File: src/rtl/sbsram_pkg.sv
`timescale 1ns/1ps
package sbsram_pkg;

    localparam int DEF_ADDR_W = 6;
    localparam int DEF_LANES  = 2;
    localparam int DEF_LANE_W = 9;

    // Kind of work placed in the access stage on each edge.
    typedef enum logic [1:0] {
        TK_OFF  = 2'd0,   // deselect, write, idle or sleep: bus goes off
        TK_RD   = 2'd1,   // read: bus carries the array word
        TK_KEEP = 2'd2    // suspend: bus keeps its state
    } tok_e;

    typedef struct packed {
        tok_e tok;
        logic open;
    } step_t;

    // Chip selection; the third enable only counts when need_c is set.
    function automatic logic chip_on(logic need_c, logic a_n, logic b, logic c_n);
        return !a_n && b && (!need_c || !c_n);
    endfunction

endpackage

File: src/rtl/sbsram_decode.sv
`timescale 1ns/1ps
module sbsram_decode
    import sbsram_pkg::*;
#(
    parameter int ADDR_W = DEF_ADDR_W,
    parameter int LANES  = DEF_LANES,
    parameter int LANE_W = DEF_LANE_W
) (
    input  logic                    clk,
    input  logic                    rst,
    input  logic                    sel_a_n,
    input  logic                    sel_b,
    input  logic                    sel_c_n,
    input  logic                    strb_host_n,
    input  logic                    strb_ctl_n,
    input  logic                    adv_n,
    input  logic [ADDR_W-1:0]       addr,
    input  logic [LANES-1:0]        lane_we_n,
    input  logic                    bytes_en_n,
    input  logic                    all_we_n,
    input  logic                    sleep,
    input  logic [LANES*LANE_W-1:0] wdata,
    output tok_e                    tok_q,
    output logic [ADDR_W-1:0]       addr_q,
    output logic [LANES-1:0]        wmask_q,
    output logic [LANES*LANE_W-1:0] wdata_q
);
    localparam int DW = LANES * LANE_W;

    logic             open_q;
    logic [LANES-1:0] req_mask;
    logic [LANES-1:0] mask_d;
    step_t            nxt;
    logic             ctl_start;
    logic             host_start;

    // Per-lane write request.
    for (genvar g = 0; g < LANES; g++) begin : g_lane_req
        assign req_mask[g] = !all_we_n || (!bytes_en_n && !lane_we_n[g]);
    end

    assign ctl_start  = !strb_ctl_n;
    assign host_start = !strb_host_n && strb_ctl_n;

    always_comb begin
        nxt.tok  = TK_OFF;
        nxt.open = open_q;
        mask_d   = '0;
        if (sleep) begin
            nxt.open = 1'b0;
        end else if (ctl_start) begin
            nxt.open = chip_on(1'b1, sel_a_n, sel_b, sel_c_n);
            if (nxt.open) begin
                if (|req_mask) mask_d = req_mask;
                else           nxt.tok = TK_RD;
            end
        end else if (host_start) begin
            nxt.open = chip_on(1'b0, sel_a_n, sel_b, sel_c_n);
            if (nxt.open) nxt.tok = TK_RD;
        end else if (open_q) begin
            if (!adv_n) begin
                if (|req_mask) mask_d = req_mask;
                else           nxt.tok = TK_RD;
            end else begin
                nxt.tok = TK_KEEP;
            end
        end
    end

    always_ff @(posedge clk) begin
        if (rst) begin
            tok_q   <= TK_OFF;
            open_q  <= 1'b0;
            wmask_q <= '0;
            addr_q  <= '0;
            wdata_q <= '0;
        end else begin
            tok_q   <= nxt.tok;
            open_q  <= nxt.open;
            wmask_q <= mask_d;
            addr_q  <= addr;
            wdata_q <= wdata;
        end
    end

    // controller start with chip enable C inactive is a deselect
    p_ctl_needs_c_r2: assert property (@(posedge clk) disable iff (rst)
        (!sleep && !strb_ctl_n && sel_c_n) |=> (tok_q == TK_OFF && wmask_q == '0));

    // selected host start reads and never writes
    p_host_reads_r3: assert property (@(posedge clk) disable iff (rst)
        (!sleep && strb_ctl_n && !strb_host_n && !sel_a_n && sel_b)
        |=> (tok_q == TK_RD && wmask_q == '0));

    // sleep blocks every access
    p_sleep_blocks_r9: assert property (@(posedge clk) disable iff (rst)
        sleep |=> (tok_q == TK_OFF && wmask_q == '0));

    logic [DW-1:0] unused_w;
    assign unused_w = '0;
endmodule

File: src/rtl/sbsram_array.sv
`timescale 1ns/1ps
module sbsram_array
    import sbsram_pkg::*;
#(
    parameter int ADDR_W = DEF_ADDR_W,
    parameter int LANES  = DEF_LANES,
    parameter int LANE_W = DEF_LANE_W
) (
    input  logic                    clk,
    input  logic [ADDR_W-1:0]       addr,
    input  logic [LANES-1:0]        wmask,
    input  logic [LANES*LANE_W-1:0] wdata,
    output logic [LANES*LANE_W-1:0] rd_data
);
    localparam int DEPTH = 1 << ADDR_W;
    localparam int DW    = LANES * LANE_W;

    logic [DW-1:0] mem [DEPTH];

    // Late write: the captured access is committed on the following edge.
    always_ff @(posedge clk) begin
        for (int i = 0; i < LANES; i++) begin
            if (wmask[i]) mem[addr][i*LANE_W +: LANE_W] <= wdata[i*LANE_W +: LANE_W];
        end
    end

    assign rd_data = mem[addr];
endmodule

File: src/rtl/sbsram_outpath.sv
`timescale 1ns/1ps
module sbsram_outpath
    import sbsram_pkg::*;
#(
    parameter int DW = DEF_LANES * DEF_LANE_W
) (
    input  logic          clk,
    input  logic          rst,
    input  logic          pipe_sel,
    input  logic          oe_n,
    input  logic          sleep,
    input  tok_e          tok_a,
    input  logic [DW-1:0] arr_data,
    output logic          rdata_oe,
    output logic [DW-1:0] rdata
);
    logic          en_b;
    logic [DW-1:0] data_b;
    logic          flow_hit;
    logic          en_raw;
    logic [DW-1:0] val;

    // Output stage, shared by both modes: carries reads and the delayed off.
    always_ff @(posedge clk) begin
        if (rst) begin
            en_b   <= 1'b0;
            data_b <= '0;
        end else begin
            unique case (tok_a)
                TK_RD: begin
                    en_b   <= 1'b1;
                    data_b <= arr_data;
                end
                TK_OFF:  en_b <= 1'b0;
                default: ;
            endcase
        end
    end

    assign flow_hit = !pipe_sel && (tok_a == TK_RD);
    assign en_raw   = flow_hit || en_b;
    assign val      = flow_hit ? arr_data : data_b;
    assign rdata_oe = en_raw && !oe_n && !sleep;
    assign rdata    = rdata_oe ? val : '0;

    // asynchronous gates keep the bus undriven
    p_gate_off_r8: assert property (@(posedge clk) disable iff (rst)
        (oe_n || sleep) |-> (!rdata_oe && rdata == '0));

    // two non-read steps in a row leave the bus off
    p_dcd_off_r6: assert property (@(posedge clk) disable iff (rst)
        (tok_a != TK_RD && $past(tok_a) == TK_OFF) |-> !rdata_oe);

    // a suspend step keeps the output stage
    p_suspend_hold_r7: assert property (@(posedge clk) disable iff (rst)
        (tok_a == TK_KEEP) |=> ($stable(en_b) && $stable(data_b)));
endmodule

File: src/rtl/sbsram_core.sv
`timescale 1ns/1ps
module sbsram_core
    import sbsram_pkg::*;
#(
    parameter int ADDR_W = DEF_ADDR_W,
    parameter int LANES  = DEF_LANES,
    parameter int LANE_W = DEF_LANE_W
) (
    input  logic                    clk,
    input  logic                    rst,
    input  logic                    sel_a_n,
    input  logic                    sel_b,
    input  logic                    sel_c_n,
    input  logic                    strb_host_n,
    input  logic                    strb_ctl_n,
    input  logic                    adv_n,
    input  logic [ADDR_W-1:0]       addr,
    input  logic [LANES-1:0]        lane_we_n,
    input  logic                    bytes_en_n,
    input  logic                    all_we_n,
    input  logic                    oe_n,
    input  logic                    sleep,
    input  logic                    pipe_sel,
    input  logic [LANES*LANE_W-1:0] wdata,
    output logic [LANES*LANE_W-1:0] rdata,
    output logic                    rdata_oe
);
    localparam int DW = LANES * LANE_W;

    tok_e              tok_a;
    logic [ADDR_W-1:0] addr_a;
    logic [LANES-1:0]  wmask_a;
    logic [DW-1:0]     wdata_a;
    logic [DW-1:0]     arr_data;

    sbsram_decode #(.ADDR_W(ADDR_W), .LANES(LANES), .LANE_W(LANE_W)) u_decode (
        .clk(clk), .rst(rst),
        .sel_a_n(sel_a_n), .sel_b(sel_b), .sel_c_n(sel_c_n),
        .strb_host_n(strb_host_n), .strb_ctl_n(strb_ctl_n), .adv_n(adv_n),
        .addr(addr), .lane_we_n(lane_we_n), .bytes_en_n(bytes_en_n),
        .all_we_n(all_we_n), .sleep(sleep), .wdata(wdata),
        .tok_q(tok_a), .addr_q(addr_a), .wmask_q(wmask_a), .wdata_q(wdata_a)
    );

    sbsram_array #(.ADDR_W(ADDR_W), .LANES(LANES), .LANE_W(LANE_W)) u_array (
        .clk(clk), .addr(addr_a), .wmask(wmask_a), .wdata(wdata_a),
        .rd_data(arr_data)
    );

    sbsram_outpath #(.DW(DW)) u_out (
        .clk(clk), .rst(rst), .pipe_sel(pipe_sel), .oe_n(oe_n), .sleep(sleep),
        .tok_a(tok_a), .arr_data(arr_data),
        .rdata_oe(rdata_oe), .rdata(rdata)
    );
endmodule

File: config.mk
export PLATFORM = sky130hd
export DESIGN_NAME = sbsram_core
export DESIGN_NICKNAME = d
export VERILOG_FILES = /design/src/rtl/sbsram_pkg.sv /design/src/rtl/sbsram_decode.sv /design/src/rtl/sbsram_array.sv /design/src/rtl/sbsram_outpath.sv /design/src/rtl/sbsram_core.sv
export SDC_FILE = /design/constraint.sdc
export NUM_CORES = 1
export LEC_CHECK = 0
export ABC_AREA = 1
export BUFFER_PORTS_ARGS = -buffer_cell sky130_fd_sc_hd__buf_2
export CELL_PAD_IN_SITES_DETAIL_PLACEMENT = 2
export CELL_PAD_IN_SITES_GLOBAL_PLACEMENT = 2
export CORE_MARGIN = 2
export CORE_UTILIZATION = 45
export DETAILED_ROUTE_END_ITERATION = 7
export PLACE_DENSITY = 0.93
export SETUP_SLACK_MARGIN = 0.15
export SYNTH_ARGS = -nofsm -noshare
export SYNTH_HDL_FRONTEND = slang
export SYNTH_SLANG_ARGS = --single-unit
File: constraint.sdc
create_clock -name clk -period 5.38 [get_ports clk]
set_clock_uncertainty 0.1 [all_clocks]
set_input_delay 0.807 -clock clk [delete_from_list [all_inputs] [get_ports clk]]
set_output_delay 0.807 -clock clk [all_outputs]
set_load 0.02 [all_outputs]
==> metrics.cfg, run 1 <==
[global_route]
grt_max_degree = 180
antenna_found_initial = 12

[outcome]
outcome = aborted with a tool error
lastStage = 5_1_grt
stop_error = [ERROR DPL-0033] detailed placement checks failed during check placement.

[timing]
worst-ep-kind = primary output
crit_endpoint = rdata[15]

[placement]
dp_slack_ns = 1.10
io_buffer_count = 57
gp_congestion = 0.802
hpwl_um = 122000
placed_area_um2 = 53500

[synthesis]
syn_area_per_cell_um2 = 9.96
ys_seq_elements = 1200
synth_async_sr_flop_share = 0
syn_inst = 5130
ys.flop_type = edfxtp_1
synthTopCellsByCount = 3215 x nand2_1, 1152 x edfxtp_1, 141 x buf_2
synth_area_leader_cell = edfxtp_1
synth_area_um2 = 51100
synth_top_area_share = 0.677
synth_enable_flop_cells = 1152
yosys_warnings = 0
yosys.cell_types.count = 28
yosysMostFrequentCell = nand2_1
synthTopCellsByArea = edfxtp_1 68%, nand2_1 24%, dfxtp_1 1.9%
synth_seq_area_share = 0.696
syn_nets = 5169

[die]
io_pins = 58
rows = 123
start_util = 0.454
die_x_um = 341
die_h_um = 341

[clock_tree]
cts.sinks = 1200
htreeDepth = 4
cts_buffers = 135
root_buffer = clkbuf_16
cts_max_path_buffers = 3

through the flow:
stage          hold slack [ns]  cells   util
2_1_floorplan            0.332   5130      -
3_3_place_gp             0.338   6610  0.476
3_5_place_dp             0.357   6610  0.476
4_1_cts                  0.113   6851  0.513
what timing repair did:
item                                    CTS
endpoints found under the setup margin   16
gates resized for setup                   1
hold buffers                              0
pin swaps                                 0
buffers inserted                          0
kinds of logic after synthesis:
kind of cell	after synthesis	share of synthesized area
compound gates	57	0.00603
simple gates	3486	0.262
buf+inv	387	0.0358
flops	1200	0.696
==> run 2, diff against run 1 <==
--- a/config.mk
+++ b/config.mk
@@ -7,13 +7,10 @@
 export LEC_CHECK = 0
 export ABC_AREA = 1
 export BUFFER_PORTS_ARGS = -buffer_cell sky130_fd_sc_hd__buf_2
-export CELL_PAD_IN_SITES_DETAIL_PLACEMENT = 2
-export CELL_PAD_IN_SITES_GLOBAL_PLACEMENT = 2
 export CORE_MARGIN = 2
-export CORE_UTILIZATION = 45
+export CORE_UTILIZATION = 35
 export DETAILED_ROUTE_END_ITERATION = 7
-export PLACE_DENSITY = 0.93
-export SETUP_SLACK_MARGIN = 0.15
+export PLACE_DENSITY_LB_ADDON = 0.15
 export SYNTH_ARGS = -nofsm -noshare
 export SYNTH_HDL_FRONTEND = slang
 export SYNTH_SLANG_ARGS = --single-unit
==> metrics.cfg, run 2 <==
[outcome]
outcome = finished clean  ; was aborted with a tool error

[setup_path]
cp_slowest_stage_delay_ns = 0.58
required_ns = 4.47
ff2ff_path_depth = 5
cp_max_fo = 172
crit_slowest_cell = dfxtp_4
r2r_end = u_array.mem[11][9]$_DFFE_PP_
end_kind = primary output
r2r_setup_slack_ns = 1.40
path_cells = buf_12 > nand2_1 > nand3_1 > nand2_1 > o21ai_1 > nand2_1 > nor2_1 > nand3_1 > nand2_1 > inv_1 > buf_2
rr_startpoint = u_decode.addr_q[1]$_SDFF_PP0_
critical_path_class = reg2out
start_kind = flip-flop
cp.arrival_ns = 3.88
cpMostUsedCell = nand2_1

[routing]
vias = 34600
drcViolationCount = 0
dr.pass1.iters = 5
wl_per_cell_um = 20.4
ant_nets = 0
wirelength_um = 149000
initialDrtViolationCount = 2652
via_per_inst = 4.75

[synthesis]
ys.flop_type = edfxtp_1  ; unchanged
synth_enable_flop_cells = 1152  ; unchanged
yosys.cell_types.count = 28  ; unchanged
synth_async_sr_flop_share = 0  ; unchanged
yosysMostFrequentCell = nand2_1  ; unchanged
syn_inst = 5130  ; unchanged
synth_top_area_share = 0.677  ; unchanged
synthTopCellsByCount = 3215 x nand2_1, 1152 x edfxtp_1, 141 x buf_2  ; unchanged
synth_seq_area_share = 0.696  ; unchanged
ys_seq_elements = 1200  ; unchanged
yosys_warnings = 0  ; unchanged
synthTopCellsByArea = edfxtp_1 68%, nand2_1 24%, dfxtp_1 1.9%  ; unchanged
syn_area_per_cell_um2 = 9.96  ; unchanged
synth_area_leader_cell = edfxtp_1  ; unchanged
synth_area_um2 = 51100  ; unchanged
syn_nets = 5169  ; unchanged

[global_route]
grt_max_degree = 173
grt_usage = 0.200
antenna_found_initial = 3
grt_overflow = 0
grt_pass1_vias = 32600
grt_pass1_wl_um = 219000

[clock_tree]
htreeDepth = 4  ; unchanged
clkTransAtPathRegs_ns = 0.06
cts.hold.buffers_added = 0  ; unchanged
cts.sinks = 1200  ; unchanged
cts_buffers = 136  ; was 135
clock_latency_ns = 0.77
cts_setup_buffers = 0  ; unchanged
root_buffer = clkbuf_16  ; unchanged
cts-resized-gates = 0  ; was 1
cts_tree = done
cts_max_path_buffers = 3  ; unchanged

[worst_hold_path]
hold_path_end = u_decode.wdata_q[10]$_SDFF_PP0_
hold_class = in2reg
hold_path_depth = 3
hp-start = wdata[10]

[pwr]
power_frac_comb = 0.052
clkPwrFrac = 0.446
p_sw_mw = 4.72
ir_drop_v = 0.000280
pwr-share-seq = 0.502
switching_share = 0.230
p_per_area_nw_per_um2 = 350
p_leak_nw = 25.0
p_int_mw = 15.8

[placement]
gp_congestion = 0.778  ; was 0.802
dp_slack_ns = 1.38  ; was 1.10 ns
hpwl_um = 84500  ; was 122000 µm
post-place-cells = 7038  ; was 6610
io_buffer_count = 57  ; unchanged
placed_area_um2 = 54100  ; was 53500 µm²

[die]
core-area_um2 = 145000
die_x_um = 386  ; was 341 µm
die_h_um = 386  ; was 341 µm
die-area_um2 = 149000
io_pins = 58  ; unchanged
rows = 140  ; was 123
start_util = 0.352  ; was 0.454

[timing]
drv_slew = 0
setup_slack_ns = 0.590
fin_crit_sh = 0.890
tns_ns = 0
worst_pin_slew_ns = 1.31
finalCriticalPeriod_ns = 4.79
finalHoldViolations = 0
setup_viol = 0
rsz0062_at_grt = no
relSlewSlack = 0.121
fmax_mhz = 209

[final_layout]
n_fill_cell = 14200
regMostFlops = u_array.mem
final_cell_mix = 3215 x nand2_1, 1152 x edfxtp_1, 194 x buf_4
reg_top3 = u_array.mem: 1152 flops, u_decode.wdata_q: 18 flops, u_out.data_b: 18 flops
layout_commonest_cell = nand2_1
antennaDiodeCount = 0
largest_register_ffs = 1152
fin_cells = 7288
drive_gt1_frac = 0.0923
design_area_um2 = 58500
fin_nets = 5298
synthToLayoutAreaGrowth_pct = 14.6

[run]
maxCapViolations = 0

==> run 2: cell counts after synthesis <==
No cell type changed its count.
==> run 2: power by group through the flow <==
stage / Combinational [mW] / Sequential [mW] / Clock [mW]
finish: 1.07 / 10.3 / 9.13
global route: 1.19 / 10.3 / 9.72
CTS: 1.08 / 10.3 / 9.36
detailed placement: 1.08 / 10.5 / 0
global placement: 1.08 / 10.5 / 0
floorplan: 0.593 / 10.5 / 0
==> run 2: final cells by class <==
class / instances / area [µm²] / area share
well taps: 1917 / 2400 / 0.0410
flip-flops and latches: 1200 / 35600 / 0.608
inverters: 114 / 447 / 0.00763
multi-input cells: 3543 / 13700 / 0.234
repair buffers: 264 / 2000 / 0.0342
clock buffers: 175 / 3600 / 0.0615
clock inverters: 75 / 776 / 0.0133
==> run 2: how the worst max path moves through the flow <==
stage	start	to	slack [ns]
6_report	u_decode.addr_q[0]$_SDFF_PP0_	rdata[16]	0.59
5_1_grt	u_decode.addr_q[0]$_SDFF_PP0_	rdata[14]	0.33
4_1_cts	u_decode.addr_q[0]$_SDFF_PP0_	rdata[16]	0.52
3_5_place_dp	u_decode.addr_q[0]$_SDFF_PP0_	rdata[16]	1.38
3_3_place_gp	u_decode.addr_q[0]$_SDFF_PP0_	rdata[16]	1.38
2_1_floorplan	pipe_sel	rdata[10]	2.67
==> run 2: per-stage QoR <==
stage | utilization | power, mW | hold WS [ns]
after floorplan | - | 11.1 | 0.332
after global placement | 0.373 | 11.6 | 0.345
after detailed placement | 0.373 | 11.6 | 0.354
after CTS | 0.403 | 20.7 | 0.0730
after global routing | 0.403 | 21.2 | 0.110
final | 0.403 | 20.5 | 0.137
==> run 2: kinds of logic after synthesis <==
| kind of cell | count (synthesis) | share of synthesized area |
|---|---|---|
| and+or+nand+nor | 3486 | 0.262 |
| DFF | 1200 | 0.696 |
| buffers and inverters | 387 | 0.0358 |
| AOI/OAI and AO/OA | 57 | 0.00603 |
==> run 2: critical path: cells and delay by family, from the launching register on <==
kind | cells | cell delay (ns)
and+or+nand+nor | 7 | 1.32
AOI/OAI and AO/OA | 1 | 0.21
buffers and inverters | 3 | 0.74
DFF | 1 | 0.58
==> run 2: metal layers <==
layer  vias to the layer above  global-route usage  routed length (µm)
li1                      16900                   -                   -
met1                     16700               0.283               68600
met2                       888               0.317               68900
met3                       170              0.0339                8460
met4                         0              0.0512                2710
met5                         -                   0                   0
Power figures use the tool's default switching activity.
==> run 3, diff against run 2 <==
--- a/config.mk
+++ b/config.mk
@@ -10,6 +10,7 @@
 export CORE_MARGIN = 2
 export CORE_UTILIZATION = 35
 export DETAILED_ROUTE_END_ITERATION = 7
+export MAX_ROUTING_LAYER = met4
 export PLACE_DENSITY_LB_ADDON = 0.15
 export SYNTH_ARGS = -nofsm -noshare
 export SYNTH_HDL_FRONTEND = slang
==> constraint.sdc (replaced) <==
create_clock -name clk -period 4.6 [get_ports clk]
set_clock_uncertainty 0.1 [all_clocks]
set_input_delay 0.69 -clock clk [delete_from_list [all_inputs] [get_ports clk]]
set_output_delay 0.69 -clock clk [all_outputs]
set_load 0.02 [all_outputs]
==> metrics.cfg, run 3 (synthesis gave the netlist of run 2 again) <==
[timing]
drv_slew = 0  ; unchanged
worst_pin_slew_ns = 1.16  ; was 1.31 ns
finalCriticalPeriod_ns = 4.40
fmax_mhz = 228
rsz0062_at_grt = no  ; unchanged
setup_viol = 0  ; unchanged
relSlewSlack = 0.228  ; was 0.121
fin_crit_sh = 0.955
finalHoldViolations = 0  ; unchanged
setup_slack_ns = 0.205  ; was 0.590 ns
tns_ns = 0  ; unchanged

[setup_path]
rr_startpoint = u_decode.addr_q[0]$_SDFF_PP0_  ; was u_decode.addr_q[1]$_SDFF_PP0_
cpMostUsedCell = nand2_1  ; unchanged
critical_path_class = reg2out  ; unchanged
end_kind = primary output  ; unchanged
ff2ff_path_depth = 5  ; unchanged
path_cells = inv_8 > buf_4 > nand2_1 > nand3_1 > nand2_1 > o21ai_1 > nand2_1 > nor2_1 > nand3_1 > nand2_1 > inv_1 > buf_2  ; was buf_12 > nand2_1 > nand3_1 > nand2_1 > o21ai_1 > nand2_1 > nor2_1 > nand3_1 > nand2_1 > inv_1 > buf_2
cp_max_fo = 64  ; was 172
cp_slowest_stage_delay_ns = 0.46  ; was 0.58 ns
crit_slowest_cell = nor2_1  ; was dfxtp_4
required_ns = 3.81  ; was 4.47 ns
start_kind = flip-flop  ; unchanged
r2r_end = u_array.mem[58][6]$_DFFE_PP_  ; was u_array.mem[11][9]$_DFFE_PP_
r2r_setup_slack_ns = 1.02  ; was 1.40 ns
cp.arrival_ns = 3.61  ; was 3.88 ns

[die]
core-area_um2 = 145000  ; unchanged
io_pins = 58  ; unchanged
rows = 140  ; unchanged
die-area_um2 = 149000  ; unchanged
die_h_um = 386  ; unchanged
die_x_um = 386  ; unchanged
start_util = 0.352  ; unchanged

[routing]
wirelength_um = 150000  ; was 149000 µm
wl_per_cell_um = 20.4  ; about the same
initialDrtViolationCount = 2721  ; was 2652
dr.pass1.iters = 6  ; was 5
via_per_inst = 4.74  ; was 4.75
vias = 34700  ; was 34600
ant_nets = 0  ; unchanged
drcViolationCount = 0  ; unchanged

[clock_tree]
cts_buffers = 138  ; was 136
clkTransAtPathRegs_ns = 0.05  ; was 0.06 ns
htreeDepth = 4  ; unchanged
cts.sinks = 1200  ; unchanged
clock_latency_ns = 0.78  ; was 0.77 ns
cts_tree = done  ; unchanged
root_buffer = clkbuf_16  ; unchanged
cts_max_path_buffers = 3  ; unchanged

[final_layout]
drive_gt1_frac = 0.0965  ; was 0.0923
synthToLayoutAreaGrowth_pct = 15.4  ; was 14.6%
final_cell_mix = 3214 x nand2_1, 1152 x edfxtp_1, 209 x buf_4  ; was 3215 x nand2_1, 1152 x edfxtp_1, 194 x buf_4
n_fill_cell = 14200  ; about the same
regArea_um2 = 35600  ; unchanged
layout_commonest_cell = nand2_1  ; unchanged
final_util = 0.406  ; was 0.403
fin_nets = 5336  ; was 5298
largest_register_ffs = 1152  ; unchanged
regMostFlops = u_array.mem  ; unchanged
reg_top3 = u_array.mem: 1152 flops, u_decode.wdata_q: 18 flops, u_out.data_b: 18 flops  ; unchanged
multi_input_area_um2 = 13700  ; about the same

[placement]
io_buffer_count = 57  ; unchanged
gp_congestion = 0.820  ; was 0.778
dp_slack_ns = 0.890  ; was 1.38 ns
hpwl_um = 88800  ; was 84500 µm

[pwr]
ir_drop_v = 0.000428  ; was 0.000280 V
power.total_mw = 24.1  ; was 20.5 mW
p_per_area_nw_per_um2 = 408  ; was 350 nW/µm²
p_leak_nw = 25.2  ; was 25.0 nW

[global_route]
grt_overflow = 0  ; unchanged
grt_pass1_wl_um = 221000  ; was 219000 µm
grt_pass1_vias = 33300  ; was 32600
grt_usage = 0.207  ; was 0.200
grt_max_degree = 118  ; was 173
antenna_found_initial = 1  ; was 3

[worst_hold_path]
hold_path_end = u_decode.wdata_q[0]$_SDFF_PP0_  ; was u_decode.wdata_q[10]$_SDFF_PP0_
hold_class = in2reg  ; unchanged
hp-start = wdata[0]  ; was wdata[10]
hold_path_depth = 3  ; unchanged

[run]
maxCapViolations = 0  ; unchanged

[outcome]
outcome = finished clean  ; unchanged

-- run 3: changes by cell type in the layout (fill, tap and decap cells not counted), moves of 3 or more --
cell	change
buf_4	+15
clkinv_2	-4
clkbuf_16	+11
nor2_1	-8
nor2_2	+8
clkbuf_1	+4
buf_12	+4
dlygate4sd3_1	+16
inv_16	-3
bufinv_16	-4
clkinv_8	-5
-- run 3: cell type report --
class | count | share of cell area
clock buffer | 191 | 0.0663
timing repair buffer | 299 | 0.0400
tap | 1917 | 0.0407
multi-input combinational | 3543 | 0.233
timing repair inverter | 1 | 0.0000849
inverter | 114 | 0.00762
clock inverter | 61 | 0.00847
antenna | 1 | 0.0000425
sequential | 1200 | 0.604
-- run 3: power breakdown --
group	leakage (nW)	switching [mW]	total, mW	internal (mW)
clock network	2.15	4.42	10.7	6.32
logic	11.4	0.954	1.24	0.285
registers	11.6	0.0934	12.1	12.0
total	25.2	5.47	24.1	18.6
-- run 3: through the flow --
| step | cells | hold slack (ns) | area [µm²] |
|---|---|---|---|
| after floorplan | 5130 | 0.332 | 51100 |
| after global placement | 7057 | 0.340 | 54300 |
| after detailed placement | 7057 | 0.346 | 54300 |
| after CTS | 7325 | 0.00163 | 58900 |
| after global routing | 7326 | 0.0146 | 58900 |
| final | 7327 | 0.0522 | 58900 |
-- run 3: worst max-delay path by stage --
| stage | slack (ns) | end | startpoint | depth (start not counted) |
|---|---|---|---|---|
| 2_1_floorplan | 2.13 | rdata[10] | pipe_sel | 7 |
| 3_3_place_gp | 0.94 | rdata[3] | u_decode.addr_q[0]$_SDFF_PP0_ | 15 |
| 3_5_place_dp | 0.89 | rdata[3] | u_decode.addr_q[0]$_SDFF_PP0_ | 15 |
| 4_1_cts | 0.05 | rdata[3] | u_decode.addr_q[0]$_SDFF_PP0_ | 15 |
| 5_1_grt | 0.02 | rdata[12] | u_decode.addr_q[0]$_SDFF_PP0_ | 15 |
| 6_report | 0.20 | rdata[16] | u_decode.addr_q[0]$_SDFF_PP0_ | 12 |
-- run 3: what timing repair did --
item | CTS | global route
buffers inserted | 0 | 0
endpoints found under the hold margin | 16 | 0
hold buffers | 16 | 0
resized for setup | 0 | 10
endpoints found under the setup margin | 0 | 16
-- run 3: worst max-delay path, delay by kind of cell, from the launching register on --
kind,cells,cell delay (ns)
buf+inv,4,0.94
compound gates,1,0.33
flops,1,0.44
simple gates,7,1.00
-- run 3: metal layers --
layer	global-route usage	up-vias	part of all wire
met5	-	-	0
li1	-	16900	-
met2	0.310	849	0.45
met1	0.287	16700	0.46
met3	0.0385	207	0.061
met4	0.0589	0	0.026
